**config.mk**
```make
export PLATFORM = sky130hd
export DESIGN_NAME = vreq_dispatch
export DESIGN_NICKNAME = d
export VERILOG_FILES = /design/src/rtl/vreq_pkg.sv /design/src/rtl/vreq_decode.sv /design/src/rtl/vreq_portctl.sv /design/src/rtl/vreq_resp.sv /design/src/rtl/vreq_dispatch.sv
export SDC_FILE = /design/constraint.sdc
export NUM_CORES = 1
export LEC_CHECK = 0
export CAP_MARGIN = 25
export CORE_UTILIZATION = 43
export DETAILED_ROUTE_END_ITERATION = 10
export HOLD_SLACK_MARGIN = 0.06
export PLACE_DENSITY = 0.95
export SKIP_CTS_REPAIR_TIMING = 1
export SLEW_MARGIN = 0
export SYNTH_ARGS = -nofsm -noshare
export SYNTH_HDL_FRONTEND = slang
export SYNTH_SLANG_ARGS = --single-unit
```
**constraint.sdc**
```tcl
create_clock -name clk -period 5.62 [get_ports clk]
set_input_delay 1.405 -clock clk [delete_from_list [all_inputs] [get_ports clk]]
set_output_delay 1.405 -clock clk [all_outputs]
set_load 0.005 [all_outputs]
```
**src/rtl/vreq_pkg.sv**
```systemverilog
package vreq_pkg;

    typedef enum logic [2:0] {
        K_NONE,
        K_COUNT,
        K_VERSION,
        K_BOOST,
        K_OEMODE,
        K_PINS,
        K_STATUS
    } kind_e;

    localparam logic [7:0] OPC_BASE    = 8'h80;
    localparam logic [7:0] OPC_COUNT   = 8'h91;
    localparam logic [7:0] OPC_VERSION = 8'h92;
    localparam logic [7:0] OPC_BOOST   = 8'h94;
    localparam logic [7:0] OPC_OEMODE  = 8'h96;
    localparam logic [7:0] OPC_PINS    = 8'h97;
    localparam logic [7:0] OPC_STATUS  = 8'h98;

    localparam logic [7:0] LNB_NORMAL  = 8'h62;
    localparam logic [7:0] LNB_BOOST   = 8'h6A;
    localparam logic [7:0] OE_DEFAULT  = 8'hF0;
    localparam logic [7:0] OE_ACTIVE   = 8'hFE;

    localparam int RESP_BYTES = 6;
    localparam int LEN_W      = $clog2(RESP_BYTES + 1);

    // Commands that send data to the host
    function automatic logic kind_is_in(kind_e k);
        return (k == K_COUNT) || (k == K_VERSION) || (k == K_STATUS);
    endfunction

endpackage

```
**src/rtl/vreq_decode.sv**
```systemverilog
module vreq_decode
    import vreq_pkg::*;
#(
    parameter int TABLE_SIZE = 30
) (
    input  logic [7:0] code,
    input  logic       dir_in,
    output kind_e      kind,
    output logic       accept
);

    logic [7:0] idx;
    logic       in_range;
    kind_e      raw;

    always_comb begin
        idx      = code - OPC_BASE;
        in_range = code[7] && ({24'd0, idx} < TABLE_SIZE);
        case (code)
            OPC_COUNT:   raw = K_COUNT;
            OPC_VERSION: raw = K_VERSION;
            OPC_BOOST:   raw = K_BOOST;
            OPC_OEMODE:  raw = K_OEMODE;
            OPC_PINS:    raw = K_PINS;
            OPC_STATUS:  raw = K_STATUS;
            default:     raw = K_NONE;
        endcase
        // range, R3 implemented set and direction match
        accept = in_range && (raw != K_NONE) && (kind_is_in(raw) == dir_in);
        kind   = accept ? raw : K_NONE;
    end

endmodule

```
**src/rtl/vreq_portctl.sv**
```systemverilog
module vreq_portctl
    import vreq_pkg::*;
(
    input  logic       clk,
    input  logic       rst_n,
    input  logic       fire,
    input  kind_e      kind,
    input  logic [7:0] val,
    output logic [7:0] lnb_ctrl,
    output logic [7:0] gpio_out,
    output logic [7:0] gpio_oe
);

    typedef struct packed {
        logic       boost;
        logic [7:0] pins;
        logic [7:0] oe;
    } port_st_t;

    port_st_t st_d, st_q;

    always_comb begin
        st_d = st_q;
        if (fire) begin
            case (kind)
                K_BOOST: st_d.boost = |val;
                K_OEMODE: begin
                    if (|val) begin
                        st_d.pins = (st_q.pins & 8'hF7) | 8'h06;
                        st_d.oe   = OE_ACTIVE;
                    end else begin
                        st_d.oe   = OE_DEFAULT;
                    end
                end
                K_PINS: st_d.pins = (st_q.pins & 8'hF1) | (val & 8'h0E);
                default: ;
            endcase
        end
    end

    always_ff @(posedge clk) begin
        if (!rst_n) begin
            st_q.boost <= 1'b0;
            st_q.pins  <= 8'h00;
            st_q.oe    <= OE_DEFAULT;
        end else begin
            st_q <= st_d;
        end
    end

    assign lnb_ctrl = st_q.boost ? LNB_BOOST : LNB_NORMAL;
    assign gpio_out = st_q.pins;
    assign gpio_oe  = st_q.oe;

    // regulator byte follows the value of the boost request
    p_boost_pick_r6: assert property (@(posedge clk) disable iff (!rst_n)
        (fire && kind == K_BOOST) |=>
            (lnb_ctrl == ($past(|val) ? LNB_BOOST : LNB_NORMAL)));

    // pin write keeps bits 7:4 and 0
    p_pins_keep_r8: assert property (@(posedge clk) disable iff (!rst_n)
        (fire && kind == K_PINS) |=>
            (gpio_out[0] == $past(gpio_out[0]) && gpio_out[7:4] == $past(gpio_out[7:4])));

    // without an accepted request the port state holds
    p_hold_r2: assert property (@(posedge clk) disable iff (!rst_n)
        !fire |=> ($stable(lnb_ctrl) && $stable(gpio_out) && $stable(gpio_oe)));

endmodule

```
**src/rtl/vreq_resp.sv**
```systemverilog
module vreq_resp
    import vreq_pkg::*;
#(
    parameter logic [7:0] VER_PATCH = 8'h03,
    parameter logic [7:0] VER_MINOR = 8'h07,
    parameter logic [7:0] VER_MAJOR = 8'h02,
    parameter logic [7:0] BUILD_DAY = 8'h15,
    parameter logic [7:0] BUILD_MON = 8'h06,
    parameter logic [7:0] BUILD_YR  = 8'h0B
) (
    input  logic                      clk,
    input  logic                      rst_n,
    input  logic                      req_valid,
    input  logic                      accept,
    input  kind_e                     kind,
    input  logic [7:0]                val,
    input  logic                      status_bit,
    output logic                      done,
    output logic                      stall,
    output logic [LEN_W-1:0]          len,
    output logic [8*RESP_BYTES-1:0]   data
);

    typedef struct packed {
        logic [7:0]              cnt;
        logic                    done;
        logic                    stall;
        logic [LEN_W-1:0]        len;
        logic [8*RESP_BYTES-1:0] data;
    } rsp_st_t;

    rsp_st_t r_d, r_q;
    logic [7:0] cnt_next;

    always_comb begin
        cnt_next  = (|val) ? r_q.cnt + 8'd1 : r_q.cnt - 8'd1;
        r_d       = r_q;
        r_d.done  = req_valid;
        r_d.stall = req_valid && !accept;
        r_d.len   = '0;
        r_d.data  = '0;
        if (req_valid && accept) begin
            case (kind)
                K_COUNT: begin
                    r_d.cnt       = cnt_next;
                    r_d.len       = LEN_W'(1);
                    r_d.data[7:0] = cnt_next;
                end
                K_VERSION: begin
                    r_d.len  = LEN_W'(RESP_BYTES);
                    r_d.data = {BUILD_YR, BUILD_MON, BUILD_DAY,
                                VER_MAJOR, VER_MINOR, VER_PATCH};
                end
                K_STATUS: begin
                    r_d.len     = LEN_W'(1);
                    r_d.data[0] = status_bit;
                end
                default: ;
            endcase
        end
    end

    always_ff @(posedge clk) begin
        if (!rst_n) begin
            r_q <= '0;
        end else begin
            r_q <= r_d;
        end
    end

    assign done  = r_q.done;
    assign stall = r_q.stall;
    assign len   = r_q.len;
    assign data  = r_q.data;

    // completion exactly one cycle after each strobe
    p_done_next_r1: assert property (@(posedge clk) disable iff (!rst_n)
        req_valid |=> done);
    p_done_quiet_r1: assert property (@(posedge clk) disable iff (!rst_n)
        !req_valid |=> !done);

    // a rejected request carries no data
    p_stall_empty_r2: assert property (@(posedge clk) disable iff (!rst_n)
        stall |-> (done && len == '0 && data == '0));

    // one step per counter request, returned value is the new count
    p_cnt_step_r4: assert property (@(posedge clk) disable iff (!rst_n)
        (req_valid && accept && kind == K_COUNT) |=>
            (data[7:0] == ($past(|val) ? $past(r_q.cnt) + 8'd1 : $past(r_q.cnt) - 8'd1)));

endmodule

```
**src/rtl/vreq_dispatch.sv**
```systemverilog
module vreq_dispatch
    import vreq_pkg::*;
#(
    parameter int         TABLE_SIZE = 30,
    parameter logic [7:0] VER_PATCH  = 8'h03,
    parameter logic [7:0] VER_MINOR  = 8'h07,
    parameter logic [7:0] VER_MAJOR  = 8'h02,
    parameter logic [7:0] BUILD_DAY  = 8'h15,
    parameter logic [7:0] BUILD_MON  = 8'h06,
    parameter logic [7:0] BUILD_YR   = 8'h0B
) (
    input  logic        clk,
    input  logic        rst_n,
    input  logic        req_valid,
    input  logic [7:0]  req_code,
    input  logic [7:0]  req_value,
    input  logic        req_dir_in,
    input  logic [7:0]  status_in,
    output logic        rsp_done,
    output logic        rsp_stall,
    output logic [2:0]  rsp_len,
    output logic [47:0] rsp_data,
    output logic [7:0]  lnb_ctrl,
    output logic [7:0]  gpio_out,
    output logic [7:0]  gpio_oe
);

    kind_e kind;
    logic  accept;
    logic  fire;

    vreq_decode #(.TABLE_SIZE(TABLE_SIZE)) u_decode (
        .code   (req_code),
        .dir_in (req_dir_in),
        .kind   (kind),
        .accept (accept)
    );

    assign fire = req_valid && accept;

    vreq_portctl u_port (
        .clk      (clk),
        .rst_n    (rst_n),
        .fire     (fire),
        .kind     (kind),
        .val      (req_value),
        .lnb_ctrl (lnb_ctrl),
        .gpio_out (gpio_out),
        .gpio_oe  (gpio_oe)
    );

    vreq_resp #(
        .VER_PATCH (VER_PATCH),
        .VER_MINOR (VER_MINOR),
        .VER_MAJOR (VER_MAJOR),
        .BUILD_DAY (BUILD_DAY),
        .BUILD_MON (BUILD_MON),
        .BUILD_YR  (BUILD_YR)
    ) u_resp (
        .clk        (clk),
        .rst_n      (rst_n),
        .req_valid  (req_valid),
        .accept     (accept),
        .kind       (kind),
        .val        (req_value),
        .status_bit (status_in[0]),
        .done       (rsp_done),
        .stall      (rsp_stall),
        .len        (rsp_len),
        .data       (rsp_data)
    );

    // accepted host-to-device requests complete with a zero count
    p_out_len_r10: assert property (@(posedge clk) disable iff (!rst_n)
        (rsp_done && !rsp_stall && !$past(req_dir_in)) |-> (rsp_len == 3'd0));

    // a rejected request leaves the port outputs unchanged
    p_reject_hold_r3: assert property (@(posedge clk) disable iff (!rst_n)
        rsp_stall |-> ($stable(lnb_ctrl) && $stable(gpio_out) && $stable(gpio_oe)));

endmodule

```
Word-level counts from Yosys, hierarchy flattened

Index checks and enable logic that the tools add are counted.

Word-level logic and storage cells: 61
Output and inout bits: 77
Bits in registers: 78
Bits of input ports: 28

$lt $le $gt $ge: 1
Equality and inequality tests: 17
Add/sub/neg operators: 3
Muxes and demuxes: 11
Bitwise gates (word level): 2
Reduce and logical (&&, ||, !) cells: 18

Operators with widths:

| operator            | count |
|---|---|
| $eq 8x8->1 const B  | 6 |
| $mux 36             | 1 |
| $pmux 3 s6          | 1 |
| $pmux 8 s2          | 1 |
| $pmux 7 s2          | 1 |
| $eq 3x3->1 const B  | 4 |
| $mux 4              | 3 |
| $eq 3x2->1 const B  | 3 |
| $add 8x1->8 const B | 1 |
| $lt 8x5->1 const B  | 1 |
| $mux 8              | 1 |
| $or 8x4->8          | 1 |
| $reduce_and 2->1    | 4 |
| $reduce_or 8->1     | 1 |
| $sub 8x1->8 const B | 1 |
| $sub 8x8->8 const B | 1 |
| $eq 3x1->1 const B  | 2 |
| $pmux 3 s2          | 1 |
| $reduce_and 3->1    | 2 |
| $logic_and 1x1->1   | 5 |
| $mux 3              | 1 |
| $pmux 1 s3          | 1 |
| $reduce_bool 3->1   | 1 |
| $logic_or 1x1->1    | 2 |
| 6 further kinds     | 6 |

Longest topological paths before layout

Word-level depth: 11
Mapped depth: 9
Gate-level depth less buffers: 9

Modules after synthesis

From an unflattened synthesis, not the netlist that was laid out.

Cells, all modules: 234
Area, all modules: 1966.9 um2

By module, submodules not included:

| module        | cells each | area an instance (um2) | instances |
|---|---|---|---|
| vreq_resp     | 167        | 1427.6                 | 1 |
| vreq_portctl  | 47         | 389.1                  | 1 |
| vreq_decode   | 19         | 143.9                  | 1 |
| vreq_dispatch | 1          | 6.3                    | 1 |

Least setup slack after synthesis

OpenSTA, ideal clock, no wires.

Kind: input -> register
Start point: input port req_value[0]
End point: register u_resp.r_q (netlist bit u_resp.data[7])
Data required time: 5.549 ns
Setup slack: 2.187 ns
Arrival time: 3.361 ns
Stages: 9
Library setup time: 0.071 ns
Cells stage by stage: nor4_1 -> nand2_1 -> inv_1 -> ha_1 -> a211oi_1 -> o21ai_1 -> and3_1 -> or3_1 -> a21oi_1

Word-level cells in the longest chain between the ends: 3

Ends and longest elaborated chain:

| element                | RTL line            | text |
|---|---|---|
| start: declaration     | vreq_dispatch.sv:16 | `input logic [7:0] req_value,` |
| $reduce_or 8->1        | vreq_resp.sv:36     | `cnt_next = (\|val) ? r_q.cnt + 8'd1 : r_q.cnt - 8'd1;` |
| $mux 8                 | vreq_resp.sv:36     |  |
| $pmux 7 s2             | vreq_resp.sv:43     | `case (kind)` |
| end signal: assignment | vreq_resp.sv:67     | `r_q <= r_d;` |
| end: declaration       | vreq_resp.sv:32     | `rsp_st_t r_d, r_q;` |

Every way passes these cells.
A chain may end at the register's enable or synchronous reset.

Final worst setup path

Start point: input port req_value[1]
End point: register u_resp.r_q (netlist bit u_resp.data[7])

The elaborated chain is that of the path after synthesis.

==> key figures <==
Status
  • Status: complete, no violations

Setup path
  • CP startpoint kind: primary input
  • Worst-path cell with the longest stage delay: clkdlybuf4s50_1
  • CP peak stage delay: approximately 440 ps
  • Nature of the critical path endpoint: flip-flop
  • Max FO, Critical Path: 11
  • Worst path arrival time: about 4100 ps
  • Required time of the critical path: about 6000 ps
  • Type of the worst setup path: in -> reg
  • Cell chain of the critical path: clkdlybuf4s50_1 > nor4_1 > nand2_1 > inv_1 > ha_1 > a211oi_1 > o21ai_1 > and3_1 > or3_1 > a21oi_1

Synth
  • Mapped Area: around 2000 µm²
  • Most common library cells after synthesis: buf_4, dfxtp_1, nand2_1, nor2_1
  • Synth unique cells: 47
  • Synth Warn #: 0
  • Per-instance average area after synthesis: between 8 and 9 µm²
  • Primary flip-flop cell chosen by synthesis mapping: dfxtp_1
  • Cell accounting for the most synthesized area: buf_4
  • Gate count after technology mapping: around 230
  • Number of flops mapped to enable cells by yosys: 0
  • Sequential-to-total area share from yosys stat: a little over a quarter
  • Area share of the largest cell type after synthesis: between 20% and 30%
  • Most area-consuming cells after synthesis: buf_4, dfxtp_1, ha_1, mux2i_1, nand2_1
  • Post-synthesis register bit count: 26
  • Share of flip-flops with an asynchronous set or reset: 0%
  • Top-count cell post-synth: buf_4

Floorplanning
  • Number of primary I/O pins: 105
  • Total die area: 4910 µm²
  • Core outline area: between 4000 and 5000 µm²
  • Starting density of the core: 45.1%
  • Number of placement rows: 24
  • Die height: between 70 and 80 µm
  • Die Width: around 70 µm

Global route
  • Maximum number of pins on one net before global-route repair: 22
  • Total global routing overflow: 0
  • Wire length of the first global-routing pass: just under 6000 µm
  • Total Routing Usage GR: 14.3%
  • Number of antenna violations at the first check in global routing: 0
  • Vias in the first global route: around 1300

CTS
  • CTS Buf Count: 3
  • Number of buffers on the longest clock path: 2
  • Clock latency on the worst-skew pair: 280 ps
  • CTS tree: built
  • H-Tree Depth: 1
  • Number of sinks driven by the clock tree: 26
  • Clock root buffer: clkbuf_8
  • Clock slew seen by the registers of the worst setup and hold paths: ~90 ps

Detailed routing
  • Via density per instance: around 5
  • Routed wirelength normalized by instance count: around 12 µm
  • TritonRoute pass-1 iters: 4
  • Initial detailed-routing violation count: 57
  • Detailed-route wire length: 3560 µm
  • Via Count: approximately 1500
  • Post-route antenna net violation count: 0
  • Number of design rule violations left after detail routing: 0

Power
  • Share of total power in sequential cells: between 40% and 50%
  • Switching component of the power: between 80 and 90 µW
  • Worst VDD drop: a little under 90 µV
  • Portion of total power attributed to the clock network: 40.7%
  • Net switching fraction of the power: ~22%
  • Leakage dissipation: just over 0.0009 µW
  • Areal power density over the cells: approximately 170 nW/µm²
  • Part of the power in combinational logic: a little under an eighth
  • Total internal power: ~300 µW

Timing
  • Final-report setup violation count: 0
  • Worst Max-Slew Pin Slew: between 600 and 700 ps
  • Final critical-path share of the clock period: a little over two thirds
  • Worst hold slack after final layout: about 470 ps
  • Fmax achieved: ~250 MHz
  • Fin. max-slew vios: 0
  • Post-Route Skew: 5.09 ps
  • RSZ-0062 raised after global routing: false
  • Rel. slew slack: 53.7%
  • Final count of hold timing violations: 0
  • Crit path time final: between 3000 and 4000 ps
  • Summed negative setup slack over all endpoints: 0 ps

Layout
  • NumNets Final: ~290
  • Signed area change from the synthesized netlist to the final layout: 12.7%
  • Final antenna diode count: 0
  • Fraction of layout cells with a size suffix above 1: 5.10%

Job
  • Count of max-cap constraint violations: 0

Placement
  • Detail Placement HPWL: between 2000 and 3000 µm
  • Routability Congestion: between 0.8 and 0.9
  • Count of buffers inserted at the top-level ports: between 50 and 60

Hold path
  • Type of the tightest min-delay check: reg -> reg
-- worst paths after layout --
check,startpoint,end,cells after the start,slack (ps)
worst min-delay path,u_port.gpio_out[3]$_SDFFE_PN0P_,u_port.gpio_out[3]$_SDFFE_PN0P_,2,470
worst max register to register,u_resp.r_q[53]$_SDFFE_PN0P_,u_resp.r_q[59]$_SDFFE_PN0P_,6,3630
worst max-delay path,req_value[1],u_resp.data[7]$_SDFF_PN0_,10,1700
worst min register to register,u_port.gpio_out[3]$_SDFFE_PN0P_,u_port.gpio_out[3]$_SDFFE_PN0P_,2,470
-- final cells by class --
type | instances | area (µm²)
inverter | 2 | 7.51
fill | 451 | 2170
clock inverter | 1 | 30.0
clock buffer | 3 | 41.3
timing repair buffer | 52 | 520
sequential | 26 | 520
tap | 52 | 65.1
multi-input combinational | 171 | 1060
-- critical path, delay by kind of cell --
kind / cells / cell delay (ps)
AND/OR/NAND/NOR: 4 / 1040
adder cells (fa/ha/maj): 1 / 320
AO/OA/AOI/OAI: 3 / 610
buffers and inverters: 2 / 760
-- metrics by stage --
stage	setup slack (ps)	util, %	total power [µW]	cells	area, µm²
finish	1700	50.8	387	307	2240
global route	1340	50.8	401	307	2240
CTS	1710	50.8	391	307	2240
detailed placement	1430	49.2	233	303	2170
global placement	1430	49.2	232	303	2170
floorplan	2190	-	237	276	2150
-- cell families after synthesis --
logic type	synth area share, %
DFF	26.1
xor gates and xnor gates	3.52
other	0.377
muxes	3.02
and+or+nand+nor	20.4
adders and majority gates	4.78
buffers and inverters	28.8
AOI/OAI and AO/OA	12.9
-- routing by layer --
layer	part of all wire, %	vias up	GRT usage (%)	wire length, µm
met5	0	-	0	0
met4	2.1	0	9.33	76
met3	6.9	9	2.60	245
met2	49	79	24.6	1760
met1	42	694	16.2	1480
li1	-	742	-	-
-- flip-flops by register name, summed over array words and instances, names as in the netlist --
| name | cells |
|---|---|
| u_resp.data | 9 |
| u_resp.r_q | 8 |
| u_port.gpio_out | 3 |
| u_resp.len | 2 |
| u_port.gpio_oe | 1 |
| u_port.st_q | 1 |
| u_resp.done | 1 |
| u_resp.stall | 1 |
-- power by group through the flow --
stage / registers, µW / clock network, µW / logic (µW)
floorplan: 190 / 0 / 47.8
global placement: 189 / 0 / 42.3
detailed placement: 189 / 0 / 43.6
CTS: 185 / 162 / 43.7
global route: 185 / 167 / 48.6
finish: 185 / 158 / 44.6
-- layout by cell type (no fill, tap or decap), drive strengths merged, types with 2 or more instances in the layout --
master         Yosys  routed
a2111oi            2       2
o21bai             3       3
ha                 6       6
nor4b              4       4
nor2b              7       7
and3               2       2
nand2             15      15
clkbuf             2       3
conb               2      45
dfxtp             26      26
nand2b             2       2
nand4              3       3
xor2               5       5
nor3               4       4
a21oi              8       8
clkdlybuf4s50      0      52
mux2i              6       6
a31oi              2       2
a21o               2       2
and2               6       6
inv                2       2
nor2              12      12
o21ai              8       8
or3b               2       2
nor4               5       5
o221a              2       2
a211oi             3       3
xnor2              3       3
nand3              3       3
a311o              2       2
Note: power is estimated with default switching activity, not from simulation.
